[config.mk]
export PLATFORM = sky130hd
export DESIGN_NAME = spi_fifo_ctl
export DESIGN_NICKNAME = d
export VERILOG_FILES = /design/src/rtl/spi_fifo_pkg.sv /design/src/rtl/sfc_fifo.sv /design/src/rtl/sfc_irq.sv /design/src/rtl/spi_fifo_ctl.sv
export SDC_FILE = /design/constraint.sdc
export NUM_CORES = 1
export LEC_CHECK = 0
export ABC_CLOCK_PERIOD_IN_PS = 2020
export BUFFER_PORTS_ARGS = -buffer_cell sky130_fd_sc_hd__buf_2
export CORE_MARGIN = 2
export CORE_UTILIZATION = 35
export CTS_CLUSTER_DIAMETER = 50
export DETAILED_ROUTE_END_ITERATION = 10
export GPL_TIMING_DRIVEN = 0
export SLEW_MARGIN = 15
export SYNTH_ARGS = -nofsm -noshare
export SYNTH_HDL_FRONTEND = slang
export SYNTH_SLANG_ARGS = --single-unit
[constraint.sdc]
create_clock -name clk -period 2.02 [get_ports clk]
set_input_delay 0.404 -clock clk [delete_from_list [all_inputs] [get_ports clk]]
set_output_delay 0.404 -clock clk [all_outputs]
set_load 0.005 [all_outputs]
[src/rtl/spi_fifo_pkg.sv]
package spi_fifo_pkg;
  localparam logic [3:0] RA_CTRL     = 4'd0;
  localparam logic [3:0] RA_TXDATA   = 4'd1;
  localparam logic [3:0] RA_RXDATA   = 4'd2;
  localparam logic [3:0] RA_TXTHR    = 4'd3;
  localparam logic [3:0] RA_RXTHR    = 4'd4;
  localparam logic [3:0] RA_TXLVL    = 4'd5;
  localparam logic [3:0] RA_RXLVL    = 4'd6;
  localparam logic [3:0] RA_STATUS   = 4'd7;
  localparam logic [3:0] RA_IMASK    = 4'd8;
  localparam logic [3:0] RA_IRAW     = 4'd9;
  localparam logic [3:0] RA_ISTAT    = 4'd10;
  localparam logic [3:0] RA_ICLR     = 4'd11;
  localparam logic [3:0] RA_DMACTL   = 4'd12;
  localparam logic [3:0] RA_TXDMALVL = 4'd13;
  localparam logic [3:0] RA_RXDMALVL = 4'd14;

  localparam int NSRC   = 5;
  localparam int NLATCH = 3;

  // interrupt source positions (decoded by software)
  localparam int SRC_TXE   = 0;
  localparam int SRC_TXOVF = 1;
  localparam int SRC_RXUND = 2;
  localparam int SRC_RXOVF = 3;
  localparam int SRC_RXF   = 4;
endpackage

[src/rtl/sfc_fifo.sv]
module sfc_fifo #(
  parameter int W     = 16,
  parameter int DEPTH = 8
) (
  input  logic                         clk,
  input  logic                         rst_n,
  input  logic                         flush,
  input  logic                         push,
  input  logic [W-1:0]                 din,
  input  logic                         pop,
  output logic [W-1:0]                 dout,
  output logic [$clog2(DEPTH+1)-1:0]   level,
  output logic                         full,
  output logic                         empty
);
  localparam int AW = (DEPTH > 1) ? $clog2(DEPTH) : 1;
  localparam int LW = $clog2(DEPTH+1);

  logic [W-1:0]  mem [DEPTH];
  logic [AW-1:0] wr_q, wr_d, rd_q, rd_d;
  logic [LW-1:0] cnt_q, cnt_d;

  function automatic logic [AW-1:0] ptr_step(input logic [AW-1:0] p);
    return (p == AW'(DEPTH-1)) ? '0 : p + AW'(1);
  endfunction

  always_comb begin
    wr_d  = push ? ptr_step(wr_q) : wr_q;
    rd_d  = pop  ? ptr_step(rd_q) : rd_q;
    cnt_d = cnt_q;
    if (push && !pop)      cnt_d = cnt_q + LW'(1);
    else if (pop && !push) cnt_d = cnt_q - LW'(1);
    if (flush) begin
      wr_d  = '0;
      rd_d  = '0;
      cnt_d = '0;
    end
  end

  always_ff @(posedge clk or negedge rst_n) begin
    if (!rst_n) begin
      wr_q  <= '0;
      rd_q  <= '0;
      cnt_q <= '0;
    end else begin
      wr_q  <= wr_d;
      rd_q  <= rd_d;
      cnt_q <= cnt_d;
    end
  end

  always_ff @(posedge clk) begin
    if (push) mem[wr_q] <= din;
  end

  assign dout  = mem[rd_q];
  assign level = cnt_q;
  assign full  = (cnt_q == LW'(DEPTH));
  assign empty = (cnt_q == '0);
endmodule

[src/rtl/sfc_irq.sv]
module sfc_irq
  import spi_fifo_pkg::*;
#(
  parameter int LW = 4,
  parameter int TW = 3
) (
  input  logic              clk,
  input  logic              rst_n,
  input  logic [LW-1:0]     tx_lvl,
  input  logic [LW-1:0]     rx_lvl,
  input  logic [TW-1:0]     tx_thr,
  input  logic [TW-1:0]     rx_thr,
  input  logic              set_txovf,
  input  logic              set_rxund,
  input  logic              set_rxovf,
  input  logic              clr_we,
  input  logic [3:0]        clr_bits,
  input  logic [NSRC-1:0]   mask,
  output logic [NSRC-1:0]   raw,
  output logic [NSRC-1:0]   masked,
  output logic              irq
);
  logic [NLATCH-1:0] set_v, clr_v, stk_q, stk_d;

  // latched source order: 0 tx overflow, 1 rx underflow, 2 rx overflow
  assign set_v = {set_rxovf, set_rxund, set_txovf};
  assign clr_v = {clr_bits[2], clr_bits[1], clr_bits[3]} | {NLATCH{clr_bits[0]}};

  for (genvar k = 0; k < NLATCH; k++) begin : g_latch
    always_comb begin
      stk_d[k] = set_v[k] | (stk_q[k] & ~(clr_we & clr_v[k]));
    end
    always_ff @(posedge clk or negedge rst_n) begin
      if (!rst_n) stk_q[k] <= 1'b0;
      else        stk_q[k] <= stk_d[k];
    end
  end

  always_comb begin
    raw            = '0;
    raw[SRC_TXE]   = (tx_lvl <= LW'(tx_thr));
    raw[SRC_TXOVF] = stk_q[0];
    raw[SRC_RXUND] = stk_q[1];
    raw[SRC_RXOVF] = stk_q[2];
    raw[SRC_RXF]   = (rx_lvl > LW'(rx_thr));
  end

  assign masked = raw & mask;
  assign irq    = |masked;
endmodule

[src/rtl/spi_fifo_ctl.sv]
module spi_fifo_ctl
  import spi_fifo_pkg::*;
#(
  parameter int DW    = 16,
  parameter int DEPTH = 8
) (
  input  logic          clk,
  input  logic          rst_n,
  input  logic          reg_wr,
  input  logic          reg_rd,
  input  logic [3:0]    reg_addr,
  input  logic [DW-1:0] reg_wdata,
  output logic [DW-1:0] reg_rdata,
  output logic          eng_enable,
  input  logic          eng_busy,
  output logic          eng_tx_valid,
  output logic [DW-1:0] eng_tx_data,
  input  logic          eng_tx_take,
  input  logic          eng_rx_push,
  input  logic [DW-1:0] eng_rx_data,
  output logic          irq,
  output logic          dma_tx_req,
  output logic          dma_rx_req
);
  localparam int LW = $clog2(DEPTH+1);
  localparam int TW = (DEPTH > 1) ? $clog2(DEPTH) : 1;

  // reset: asserted asynchronously, released on the clock
  logic [1:0] rst_sync_q;
  logic       rst_s_n;
  always_ff @(posedge clk or negedge rst_n) begin
    if (!rst_n) rst_sync_q <= 2'b00;
    else        rst_sync_q <= {rst_sync_q[0], 1'b1};
  end
  assign rst_s_n = rst_sync_q[1];

  // configuration state
  logic          en_q, en_d;
  logic [TW-1:0] tx_thr_q, tx_thr_d, rx_thr_q, rx_thr_d;
  logic [TW-1:0] tx_dl_q, tx_dl_d, rx_dl_q, rx_dl_d;
  logic [NSRC-1:0] imask_q, imask_d;
  logic [1:0]    dmac_q, dmac_d;

  logic wr_cfg_ok;
  assign wr_cfg_ok = (reg_wdata < DW'(DEPTH));

  always_comb begin
    en_d     = en_q;
    tx_thr_d = tx_thr_q;
    rx_thr_d = rx_thr_q;
    tx_dl_d  = tx_dl_q;
    rx_dl_d  = rx_dl_q;
    imask_d  = imask_q;
    dmac_d   = dmac_q;
    if (reg_wr) begin
      case (reg_addr)
        RA_CTRL:     en_d    = reg_wdata[0];
        RA_IMASK:    imask_d = reg_wdata[NSRC-1:0];
        RA_DMACTL:   dmac_d  = reg_wdata[1:0];
        RA_TXTHR:    if (wr_cfg_ok) tx_thr_d = reg_wdata[TW-1:0];
        RA_RXTHR:    if (wr_cfg_ok) rx_thr_d = reg_wdata[TW-1:0];
        RA_TXDMALVL: if (wr_cfg_ok) tx_dl_d  = reg_wdata[TW-1:0];
        RA_RXDMALVL: if (wr_cfg_ok) rx_dl_d  = reg_wdata[TW-1:0];
        default: ;
      endcase
    end
  end

  always_ff @(posedge clk or negedge rst_s_n) begin
    if (!rst_s_n) begin
      en_q     <= 1'b0;
      tx_thr_q <= '0;
      rx_thr_q <= '0;
      tx_dl_q  <= '0;
      rx_dl_q  <= '0;
      imask_q  <= '0;
      dmac_q   <= '0;
    end else if (reg_wr) begin
      en_q     <= en_d;
      tx_thr_q <= tx_thr_d;
      rx_thr_q <= rx_thr_d;
      tx_dl_q  <= tx_dl_d;
      rx_dl_q  <= rx_dl_d;
      imask_q  <= imask_d;
      dmac_q   <= dmac_d;
    end
  end

  // FIFO traffic decode
  logic wr_tx, rd_rx, flush;
  logic tx_push, tx_pop, rx_push, rx_pop;
  logic tx_full, tx_empty, rx_full, rx_empty;
  logic [LW-1:0] tx_lvl, rx_lvl;
  logic [DW-1:0] tx_head, rx_head;

  assign wr_tx   = reg_wr && (reg_addr == RA_TXDATA);
  assign rd_rx   = reg_rd && (reg_addr == RA_RXDATA);
  assign flush   = reg_wr && (reg_addr == RA_CTRL) && !reg_wdata[0] && en_q;
  assign tx_push = wr_tx && !tx_full;
  assign tx_pop  = eng_tx_take && !tx_empty;
  assign rx_push = eng_rx_push && !rx_full;
  assign rx_pop  = rd_rx && !rx_empty;

  sfc_fifo #(.W(DW), .DEPTH(DEPTH)) u_txq (
    .clk(clk), .rst_n(rst_s_n), .flush(flush),
    .push(tx_push), .din(reg_wdata), .pop(tx_pop), .dout(tx_head),
    .level(tx_lvl), .full(tx_full), .empty(tx_empty)
  );

  sfc_fifo #(.W(DW), .DEPTH(DEPTH)) u_rxq (
    .clk(clk), .rst_n(rst_s_n), .flush(flush),
    .push(rx_push), .din(eng_rx_data), .pop(rx_pop), .dout(rx_head),
    .level(rx_lvl), .full(rx_full), .empty(rx_empty)
  );

  // interrupt sources
  logic [NSRC-1:0] irq_raw, irq_msk;
  logic            iclr_we;
  assign iclr_we = reg_wr && (reg_addr == RA_ICLR);

  sfc_irq #(.LW(LW), .TW(TW)) u_irq (
    .clk(clk), .rst_n(rst_s_n),
    .tx_lvl(tx_lvl), .rx_lvl(rx_lvl), .tx_thr(tx_thr_q), .rx_thr(rx_thr_q),
    .set_txovf(wr_tx && tx_full),
    .set_rxund(rd_rx && rx_empty),
    .set_rxovf(eng_rx_push && rx_full),
    .clr_we(iclr_we), .clr_bits(reg_wdata[3:0]),
    .mask(imask_q), .raw(irq_raw), .masked(irq_msk), .irq(irq)
  );

  // status and requests
  logic [4:0] stat_vec;
  assign stat_vec   = {rx_full, rx_empty, tx_empty, tx_full, eng_busy};
  assign dma_tx_req = dmac_q[1] && (tx_lvl <= LW'(tx_dl_q));
  assign dma_rx_req = dmac_q[0] && (rx_lvl >  LW'(rx_dl_q));

  assign eng_enable   = en_q;
  assign eng_tx_valid = !tx_empty;
  assign eng_tx_data  = tx_empty ? '0 : tx_head;

  // read mux
  always_comb begin
    reg_rdata = '0;
    case (reg_addr)
      RA_CTRL:     reg_rdata[0]        = en_q;
      RA_RXDATA:   reg_rdata           = rx_empty ? '0 : rx_head;
      RA_TXTHR:    reg_rdata[TW-1:0]   = tx_thr_q;
      RA_RXTHR:    reg_rdata[TW-1:0]   = rx_thr_q;
      RA_TXLVL:    reg_rdata[LW-1:0]   = tx_lvl;
      RA_RXLVL:    reg_rdata[LW-1:0]   = rx_lvl;
      RA_STATUS:   reg_rdata[4:0]      = stat_vec;
      RA_IMASK:    reg_rdata[NSRC-1:0] = imask_q;
      RA_IRAW:     reg_rdata[NSRC-1:0] = irq_raw;
      RA_ISTAT:    reg_rdata[NSRC-1:0] = irq_msk;
      RA_DMACTL:   reg_rdata[1:0]      = dmac_q;
      RA_TXDMALVL: reg_rdata[TW-1:0]   = tx_dl_q;
      RA_RXDMALVL: reg_rdata[TW-1:0]   = rx_dl_q;
      default:     reg_rdata           = '0;
    endcase
  end
endmodule

# After elaboration in Yosys (flattened, before gate mapping)

Memories as Yosys holds them, arrays and structs flattened.
Cells that the tools add are included.

Memories: 2
Logic and storage cells: 141
Bits in registers: 45
Bits in writable memories: 256
Output and inout bits: 37

Memories:

| name      | words | bits a word | rd ports | clocked after Yosys merged registers in | write ports | RTL line       | text |
|---|---|---|---|---|---|---|---|
| u_rxq.mem | 8     | 16          | 1        | 0                                       | 1           | sfc_fifo.sv:19 | `logic [W-1:0] mem [DEPTH];` |
| u_txq.mem | 8     | 16          | 1        | 0                                       | 1           | sfc_fifo.sv:19 |  |

Order comparisons: 5
Add/subtract/negate cells: 8
Equality and inequality tests: 20
Muxes and demuxes: 30
Reductions and logical operators: 45
Bitwise logic cells: 14

Operators by type and width:

| cell                | count |
|---|---|
| $eq 4x4->1 const B  | 9 |
| $mux 3              | 12 |
| $mux 16             | 2 |
| $mux 4              | 6 |
| $logic_and 1x1->1   | 19 |
| $eq 4x3->1 const B  | 4 |
| $lt 16x4->1 const B | 1 |
| $pmux 1 s13         | 1 |
| $add 3x1->3 const B | 4 |
| $eq 3x3->1 const B  | 4 |
| $logic_not 4->1     | 3 |
| $pmux 1 s12         | 1 |
| $reduce_and 3->1    | 4 |
| $mux 11             | 1 |
| $pmux 1 s11         | 1 |
| $logic_not 1->1     | 9 |
| $add 4x1->4 const B | 2 |
| $eq 4x2->1 const B  | 2 |
| $gt 4x3->1          | 2 |
| $le 4x3->1          | 2 |
| $reduce_bool 2->1   | 4 |
| $sub 4x1->4 const B | 2 |
| $pmux 1 s7          | 1 |
| $and 1x1->1         | 6 |
| 10 further kinds    | 20 |

# Longest topological paths before layout

Gate-level depths: netlist of the first run.

Depth in word-level cells: 8
Mapped depth: 12
Gate-level depth less buffers: 10

# Cells and area by module

A second synthesis of the first run with hierarchy kept.

Cells, all modules: 762
Area, all modules: 13,376.6 sq um

By module, submodules not included:

| module           | times used | area each (sq um) | cells an instance |
|---|---|---|---|
| sfc_fifo (u_txq) | 1          | 5,612.9           | 260 |
| sfc_fifo (u_rxq) | 1          | 5,609.1           | 261 |
| spi_fifo_ctl     | 1          | 1,833.0           | 201 |
| sfc_irq          | 1          | 321.6             | 40 |

# Least setup slack after synthesis of the first run

OpenSTA, ideal clock, no wires.

Kind: input-to-reg
From: in reg_addr[3]
To: mem u_txq.mem[0][0], enable pin
Arrival: 2,941 ps
Buffers on the path: 2
Path slack: -1,351 ps
Stages on the path: 5
Setup time: 430 ps
Path through: buf_2 > nor2_1 > nand4_4 > buf_2 > nor4_1

Longest elaborated chain between the ends: 5

Ends and longest elaborated chain:

| item                         | RTL line           | text |
|---|---|---|
| from (decl)                  | spi_fifo_ctl.sv:11 | `input logic [3:0] reg_addr,` |
| $eq 4x1->1                   | spi_fifo_ctl.sv:96 | `assign wr_tx = reg_wr && (reg_addr == RA_TXDATA);` |
| $logic_and 1x1->1            | spi_fifo_ctl.sv:96 |  |
| $logic_and 1x1->1            | spi_fifo_ctl.sv:99 | `assign tx_push = wr_tx && !tx_full;` |
| $mux 1                       | sfc_fifo.sv:53     | `if (push) mem[wr_q] <= din;` |
| $mux 1 (not written as such) | sfc_fifo.sv:53     |  |
| to (decl)                    | sfc_fifo.sv:19     |  |

Every way passes these cells.

# Worst setup path after layout of the first run

From: reg u_txq.cnt_q[0] (netlist: u_txq.level[0])
To: out reg_rdata[0]

Longest elaborated chain between the ends: 3

Ends and longest elaborated chain:

| item                   | RTL line            | text |
|---|---|---|
| from (decl)            | sfc_fifo.sv:21      | `logic [LW-1:0] cnt_q, cnt_d;` |
| from (signal assigned) | sfc_fifo.sv:48      | `cnt_q <= cnt_d;` |
| $le 4x3->1             | sfc_irq.sv:41       | `raw[SRC_TXE] = (tx_lvl <= LW'(tx_thr));` |
| $and 5x5->5            | sfc_irq.sv:48       | `assign masked = raw & mask;` |
| $pmux 1 s13 *          | spi_fifo_ctl.sv:144 | `case (reg_addr)` |
| to (decl)              | spi_fifo_ctl.sv:13  | `output logic [DW-1:0] reg_rdata,` |

Mark *: on every way between the ends. The rest lies on a longest branch, timed or not.

==> results of run 1 <==
## what timing repair did
item | in CTS | in global routing
pin swaps | 35 | 30
gates cloned | 8 | 1
setup endpoints to repair | 297 | 285
endpoints found under the hold margin | 2 | 0
hold buffers | 1 | 0
gates resized for setup | 152 | 37
buffers inserted | 75 | 22
## through the flow
step	util [%]	TNS, ns	hold WS [ns]	std cells	instance area (um2)
floorplan	-	-32.82	0.108	748	13100
global placement	38.7	-248.59	0.190	1294	14100
global route	47.2	-47.11	0.135	1460	17200
CTS	46.8	-39.87	0.111	1449	17000
detailed placement	39.3	-120.16	0.192	1307	14300
finish	47.2	-36.41	0.135	1463	17200
## worst max path at each step
stage / depth (start not counted) / end / from
6_report: 7 / reg_rdata[0] / u_txq.level[0]
5_1_grt: 6 / reg_rdata[3] / u_rxq.level[0]
4_1_cts: 6 / reg_rdata[3] / u_rxq.level[0]
3_5_place_dp: 5 / reg_rdata[7] / u_rxq.level[1]
3_3_place_gp: 4 / u_rxq.mem[2][11] / u_rxq.level[2]
2_1_floorplan: 4 / u_rxq.mem[2][0] / u_rxq.level[2]
## flip-flops by register name, summed over array words and instances, names as in the netlist
name and flops:
u_rxq.mem 128, u_txq.mem 128, imask_q 5, u_rxq.level 4, u_txq.level 4, rx_dl_q 3
rx_thr_q 3, tx_dl_q 3, tx_thr_q 3, u_irq.raw 3, u_rxq.rd_q 3, u_rxq.wr_q 3
u_txq.rd_q 3, u_txq.wr_q 3, dmac_q 2, rst_sync_q 2, eng_enable 1
## power by group through the flow
stage	sequential, W	combinational, W	clock [W]
finish	0.00793	0.00715	0.00654
global route	0.00799	0.00772	0.00689
CTS	0.00794	0.00690	0.00665
detailed placement	0.00803	0.00523	0
global placement	0.00800	0.00504	0
floorplan	0.00786	0.00364	0
## area by class of cell
class | instances | area (um2) | area share [%]
clock inverter | 18 | 280 | 1.63
antenna | 4 | 10.0 | 0.0582
sequential | 301 | 8820 | 51.3
inverter | 23 | 98.8 | 0.575
multi-input combinational | 385 | 4400 | 25.6
buffer | 36 | 395 | 2.30
tap | 468 | 586 | 3.40
clock buffer | 42 | 912 | 5.30
timing repair buffer | 186 | 1700 | 9.89
## per-layer routing
metal | global-route usage [%] | part of all wire [%]
met5 | 0 | 0
met4 | 6.45 | 3.1
met3 | 3.73 | 5.7
met2 | 27.5 | 49
met1 | 21.4 | 42
## placed cells by master, fill, tap and decap left out, types with 4 or more instances in the layout
| master | count |
|---|---|
| mux2_2 | 16 |
| mux4_2 | 64 |
| nor2_1 | 51 |
| buf_8 | 6 |
| a21oi_2 | 4 |
| buf_12 | 24 |
| nand2_1 | 21 |
| buf_2 | 79 |
| buf_4 | 43 |
| ha_4 | 7 |
| mux2i_2 | 7 |
| edfxtp_1 | 256 |
| clkbuf_1 | 10 |
| a21o_1 | 5 |
| inv_1 | 18 |
| nand2b_1 | 5 |
| nor2b_1 | 6 |
| a21oi_1 | 11 |
| clkinv_2 | 6 |
| nor3_1 | 7 |
| bufinv_16 | 6 |
| buf_16 | 4 |
| nor3b_1 | 5 |
| nand3_1 | 7 |
| o21ai_0 | 13 |
| mux2i_1 | 34 |
| clkbuf_16 | 38 |
| xnor2_1 | 4 |
| buf_6 | 44 |
| clkbuf_4 | 6 |
| clkbuf_2 | 5 |
| nor3_4 | 7 |
| nor2_4 | 7 |
| nor2_2 | 4 |
| dfrtp_2 | 8 |
| ha_1 | 17 |
| diode_2 | 4 |
| dfrtp_1 | 37 |
## cells by family after synthesis
kind of cell             Yosys count  synth area share [%]
adder cells (fa/ha/maj)           26                  2.64
AND/OR/NAND/NOR                  155                  6.38
multiplexers                     125                  16.1
buffers and inverters             62                  1.97
other                              1                0.0290
flip-flops                       301                  68.3
AO/OA/AOI/OAI                     70                  3.90
XOR/XNOR                           8                 0.746
==> results.yml, run 1 <==
worst_setup_path:
  ff2ff_path_depth: 10
  cp_max_fo: 7
  end_kind: "primary output"
  crit_family: "compound AO/OA/AOI/OAI gates"
  reg2reg_to: "u_rxq.level[3]"
  reg2reg_from: "u_rxq.level[1]"
  cp_data_required_time_ns: 1.62
  critPathKind: "reg -> out"
  r2r_slack_ns: -0.58
  cp_slowest_cell: "dfrtp_1"
  cp.arrival_ns: 2.33
  startpoint_type: "flip-flop"
  path_cells: "buf_6 -> mux2i_2 -> a2111oi_1 -> a311oi_1 -> o211ai_1 -> a31o_2 -> buf_2"
  crit_path_max_incr_delay_ns: 0.37
  path_buf_inv: 2
clocking:
  clk_pin_slew_worst_paths_ns: 0.06
  clock_path_buffers: 3
  clkSinkCount: 301
  cts_tree: "yes"
  cts_max_level: 2
  cts_root_buffer: "clkbuf_16"
  clk_latency_ns: 0.55
  cts_buffers: 34
global_route:
  grt_pass1_wl_mm: 47.3
  grt_max_degree: 26
  grt_pass1_vias: 7714
  track_usage_pct: 16.6
  overflow: 0
  antenna_found_initial: 1
pwr:
  p_switching_w: 0.00634
  p_leak_nw: 6.21
  pwr-share-seq_pct: 36.7
  power_frac_comb_pct: 33.1
  power.total_w: 0.0216
  ir_drop_mv: 1.24
  p_per_area_mw_per_mm2: 1260
  p_clk_share_pct: 30.3
  sw_frac_of_total_pct: 29.3
  power.internal_w: 0.0153
logic_synthesis:
  syn_avg_cell_area_um2: 17.3
  async_flop_share_pct: 15.0
  synthDistinctLibCells: 67
  yosysSeqAreaShare_pct: 68.3
  yosysTopAreaCell: "edfxtp_1"
  syn-num-nets: 817
  syn_area_mm2: 0.0129
  synth.top_cell.area_share_pct: 59.5
  synth_seq_cells: 301
  syn_inst: 748
  ys_top_cells_by_area: "edfxtp_1 (60%), mux4_2 (11%), dfrtp_1 (8.7%)"
  ys_warn_count: 0
  synth-edff-count: 256
  synth_commonest_cells: "edfxtp_1 (256), mux4_2 (64), nor2_1 (62), dfrtp_1 (45), mux2i_1 (42)"
  ys_dominant_reg_cell: "edfxtp_1"
  synth_most_common_cell: "edfxtp_1"
placed_design:
  gp_congestion: 0.907
  numPortBuffers: 78
  post-dp-hpwl_mm: 19.2
  dp_slack_ns: -0.808
drt:
  wire_per_inst_um: 21.6
  dr.pass1.iters: 5
  ant_nets: 0
  wirelength_mm: 31.6
  avgViaCountPerCell: 5.18
  drtIter0Drc: 560
  vias: 7576
  drc: 0
floorplanning:
  die_x_um: 196
  coreArea_mm2: 0.0364
  ios: 80
  rows: 70
  start_util_pct: 35.4
  die_y_um: 196
  die_area_mm2: 0.0384
timing:
  post-route-min-period_ns: 2.74
  relSlewSlack_pct: 53.8
  finalCritPeriodShare_pct: 135
  slew_viol_final: 0
  finalClockSkew_ns: 0.0138
  fmax_ghz: 0.365
  fin_ws_ns: -0.717
  setup_violations: 171
  final_hold_viol_count: 0
  rsz0062_at_grt: "yes"
  worst-slew-pin-transition_ns: 0.688
worst_hold_path:
  worstHoldPathCells: 1
  hp-class: "in -> reg"
  min-delay-start: "eng_rx_data[7]"
  whs_endpoint: "u_rxq.mem[7][7]"
final_layout:
  area_growth_pct: 33.2
  drive_gt1_share_pct: 45.2
  fill_cells: 3068
  layout.nets: 1036
run_status:
  violations: "negative setup slack"
  status: "complete, but fails checks"
run:
  cap_violations: 0
No activity file was read; power rests on OpenSTA's default activity.
==> run 2, diff against run 1 <==
--- a/config.mk
+++ b/config.mk
@@ -7,11 +7,15 @@
 export LEC_CHECK = 0
 export ABC_CLOCK_PERIOD_IN_PS = 2020
 export BUFFER_PORTS_ARGS = -buffer_cell sky130_fd_sc_hd__buf_2
+export CELL_PAD_IN_SITES_DETAIL_PLACEMENT = 1
+export CELL_PAD_IN_SITES_GLOBAL_PLACEMENT = 2
 export CORE_MARGIN = 2
 export CORE_UTILIZATION = 35
 export CTS_CLUSTER_DIAMETER = 50
 export DETAILED_ROUTE_END_ITERATION = 10
 export GPL_TIMING_DRIVEN = 0
+export PLACE_DENSITY_LB_ADDON = 0.1
+export SETUP_SLACK_MARGIN = 0.2
 export SLEW_MARGIN = 15
 export SYNTH_ARGS = -nofsm -noshare
 export SYNTH_HDL_FRONTEND = slang
==> run 2 against run 1 <==
  * The run still ends with negative setup slack left
  * Cell area down 0.95%
  * Sequential share of layout area up 0.48 points
  * Maximum frequency up 2.3%
  * Combinational power up 0.8%
  * Power about the same
  * Die area unchanged
  * Via count about the same
  * Critical endpoint unchanged
  * Largest power group unchanged
==> results.yml, run 2 (synthesis gave the netlist of run 1 again) <==
worst_setup_path:
  critPathKind: "reg -> out"
  end_kind: "primary output"
  startpoint_type: "flip-flop"
  cp.arrival_ns: 2.27
  reg2reg_from: "u_rxq.level[2]"
  cp_data_required_time_ns: 1.62
  startpoint: "u_rxq.level[0]"
  cp_max_fo: 7
timing:
  worst-slew-pin-transition_ns: 0.612
  fin_ws_ns: -0.655
  post-route-min-period_ns: 2.68
  fmax_ghz: 0.374
  finalClockSkew_ns: 0.00758
  final_hold_viol_count: 0
  relSlewSlack_pct: 59.2
  rsz0062_at_grt: "yes"
  finalCritPeriodShare_pct: 132
  setup_violations: 237
  slew_viol_final: 0
placed_design:
  place_inst: 1298
  post-dp-hpwl_mm: 21.6
  gp_congestion: 0.840
  numPortBuffers: 78
pwr:
  ir_drop_mv: 0.687
  p_leak_nw: 6.14
  power.total_w: 0.0216
  p_per_area_mw_per_mm2: 1270
final_layout:
  drive_gt1_share_pct: 43.0
  final_cell_mix: "edfxtp_1 (256), buf_2 (82), mux4_2 (64), nor2_1 (54), clkbuf_16 (41)"
  reg_top3: "u_rxq.mem: 128 flops, u_txq.mem: 128 flops, imask_q: 5 flops"
  area_growth_pct: 32.0
  layout.nets: 1021
  instances_no_fill: 1445
  final_common_cell: "edfxtp_1"
  n_antenna_cell: 0
clocking:
  cts_tree: "yes"
  clkSinkCount: 301
  clk_latency_ns: 0.52
  clk_pin_slew_worst_paths_ns: 0.05
  clock_path_buffers: 3
  cts_max_level: 2
  cts_buffers: 38
  cts_root_buffer: "clkbuf_16"
floorplanning:
  ios: 80
  start_util_pct: 35.4
  rows: 70
  die_y_um: 196
  die_area_mm2: 0.0384
  coreArea_mm2: 0.0364
  die_x_um: 196
global_route:
  grt_pass1_wl_mm: 53.3
  track_usage_pct: 18.8
  grt_pass1_vias: 8409
  overflow: 0
  grt_max_degree: 33
  antenna_found_initial: 1
drt:
  avgViaCountPerCell: 5.24
  dr.pass1.iters: 5
  ant_nets: 0
  drtIter0Drc: 358
  vias: 7577
  wire_per_inst_um: 24.1
  wirelength_mm: 34.8
  drc: 0
run:
  cap_violations: 0
run_status:
  violations: "negative setup slack"
  status: "complete, but fails checks"
worst_hold_path:
  hp-class: "reg -> async"
==> run 2: worst paths after layout <==
| kind | to | slack (ns) | cells after the start |
|---|---|---|---|
| worst max register to register | u_rxq.level[3] | -0.59 | 11 |
| worst min-delay path | u_rxq.level[3] | 0.16 | 0 |
| worst min register to register | u_rxq.level[3] | 0.16 | 0 |
| min in group clk | u_rxq.mem[4][6] | 0.16 | 1 |
| max in group asynchronous | u_txq.level[1] | 1.35 | 1 |
| worst max-delay path | reg_rdata[0] | -0.66 | 5 |
==> run 2: layer usage <==
| layer | track usage (%) | vias to the layer above | wire length [um] |
|---|---|---|---|
| li1 | - | 3384 | - |
| met1 | 23.6 | 4001 | 14500 |
| met2 | 33.7 | 133 | 18400 |
| met3 | 2.60 | 57 | 1080 |
| met4 | 5.61 | 2 | 834 |
| met5 | 0 | - | 11 |
==> run 2: layout make-up <==
type,instances,area (um2)
clock buffer,43,991
tap,468,586
clock inverter,22,208
fill,3521,19400
buffer,39,438
sequential,301,8820
multi-input combinational,385,4350
inverter,23,96.3
timing repair buffer,164,1550
==> run 2: critical path, stage by stage (launching register included) <==
cell	delay (ns)
dfrtp_2	0.43
or4_4	0.59
nand3_2	0.24
o211ai_1	0.13
a31o_2	0.24
buf_2	0.13
==> run 2: timing repair <==
item / CTS / global route
setup buffers: 56 / 16
gates cloned: 9 / 0
setup endpoints to repair: 315 / 323
hold buffers: 1 / 0
pin swaps: 32 / 17
hold endpoints to repair: 2 / 0
resized for setup: 95 / 24
==> run 2: stage by stage <==
step                cell area (um2)  hold WS, ns  utilization, %  setup TNS, ns  setup slack, ns
floorplan                     13300        0.108               -          -3.84           -0.445
global placement              14300        0.191            39.2        -160.70           -0.908
detailed placement            14400        0.164            39.4        -152.64           -0.798
CTS                           16800        0.137            46.0         -32.79           -0.696
global route                  17000        0.153            46.8         -48.96           -0.735
finish                        17000        0.156            46.8         -33.84           -0.655
==> run 2: power breakdown <==
| part | leakage (nW) | internal [W] | switching (W) |
|---|---|---|---|
| logic | 2.70 | 0.00385 | 0.00336 |
| clock network | 0.580 | 0.00392 | 0.00255 |
| registers | 2.86 | 0.00740 | 0.000527 |
| total | 6.14 | 0.0152 | 0.00644 |
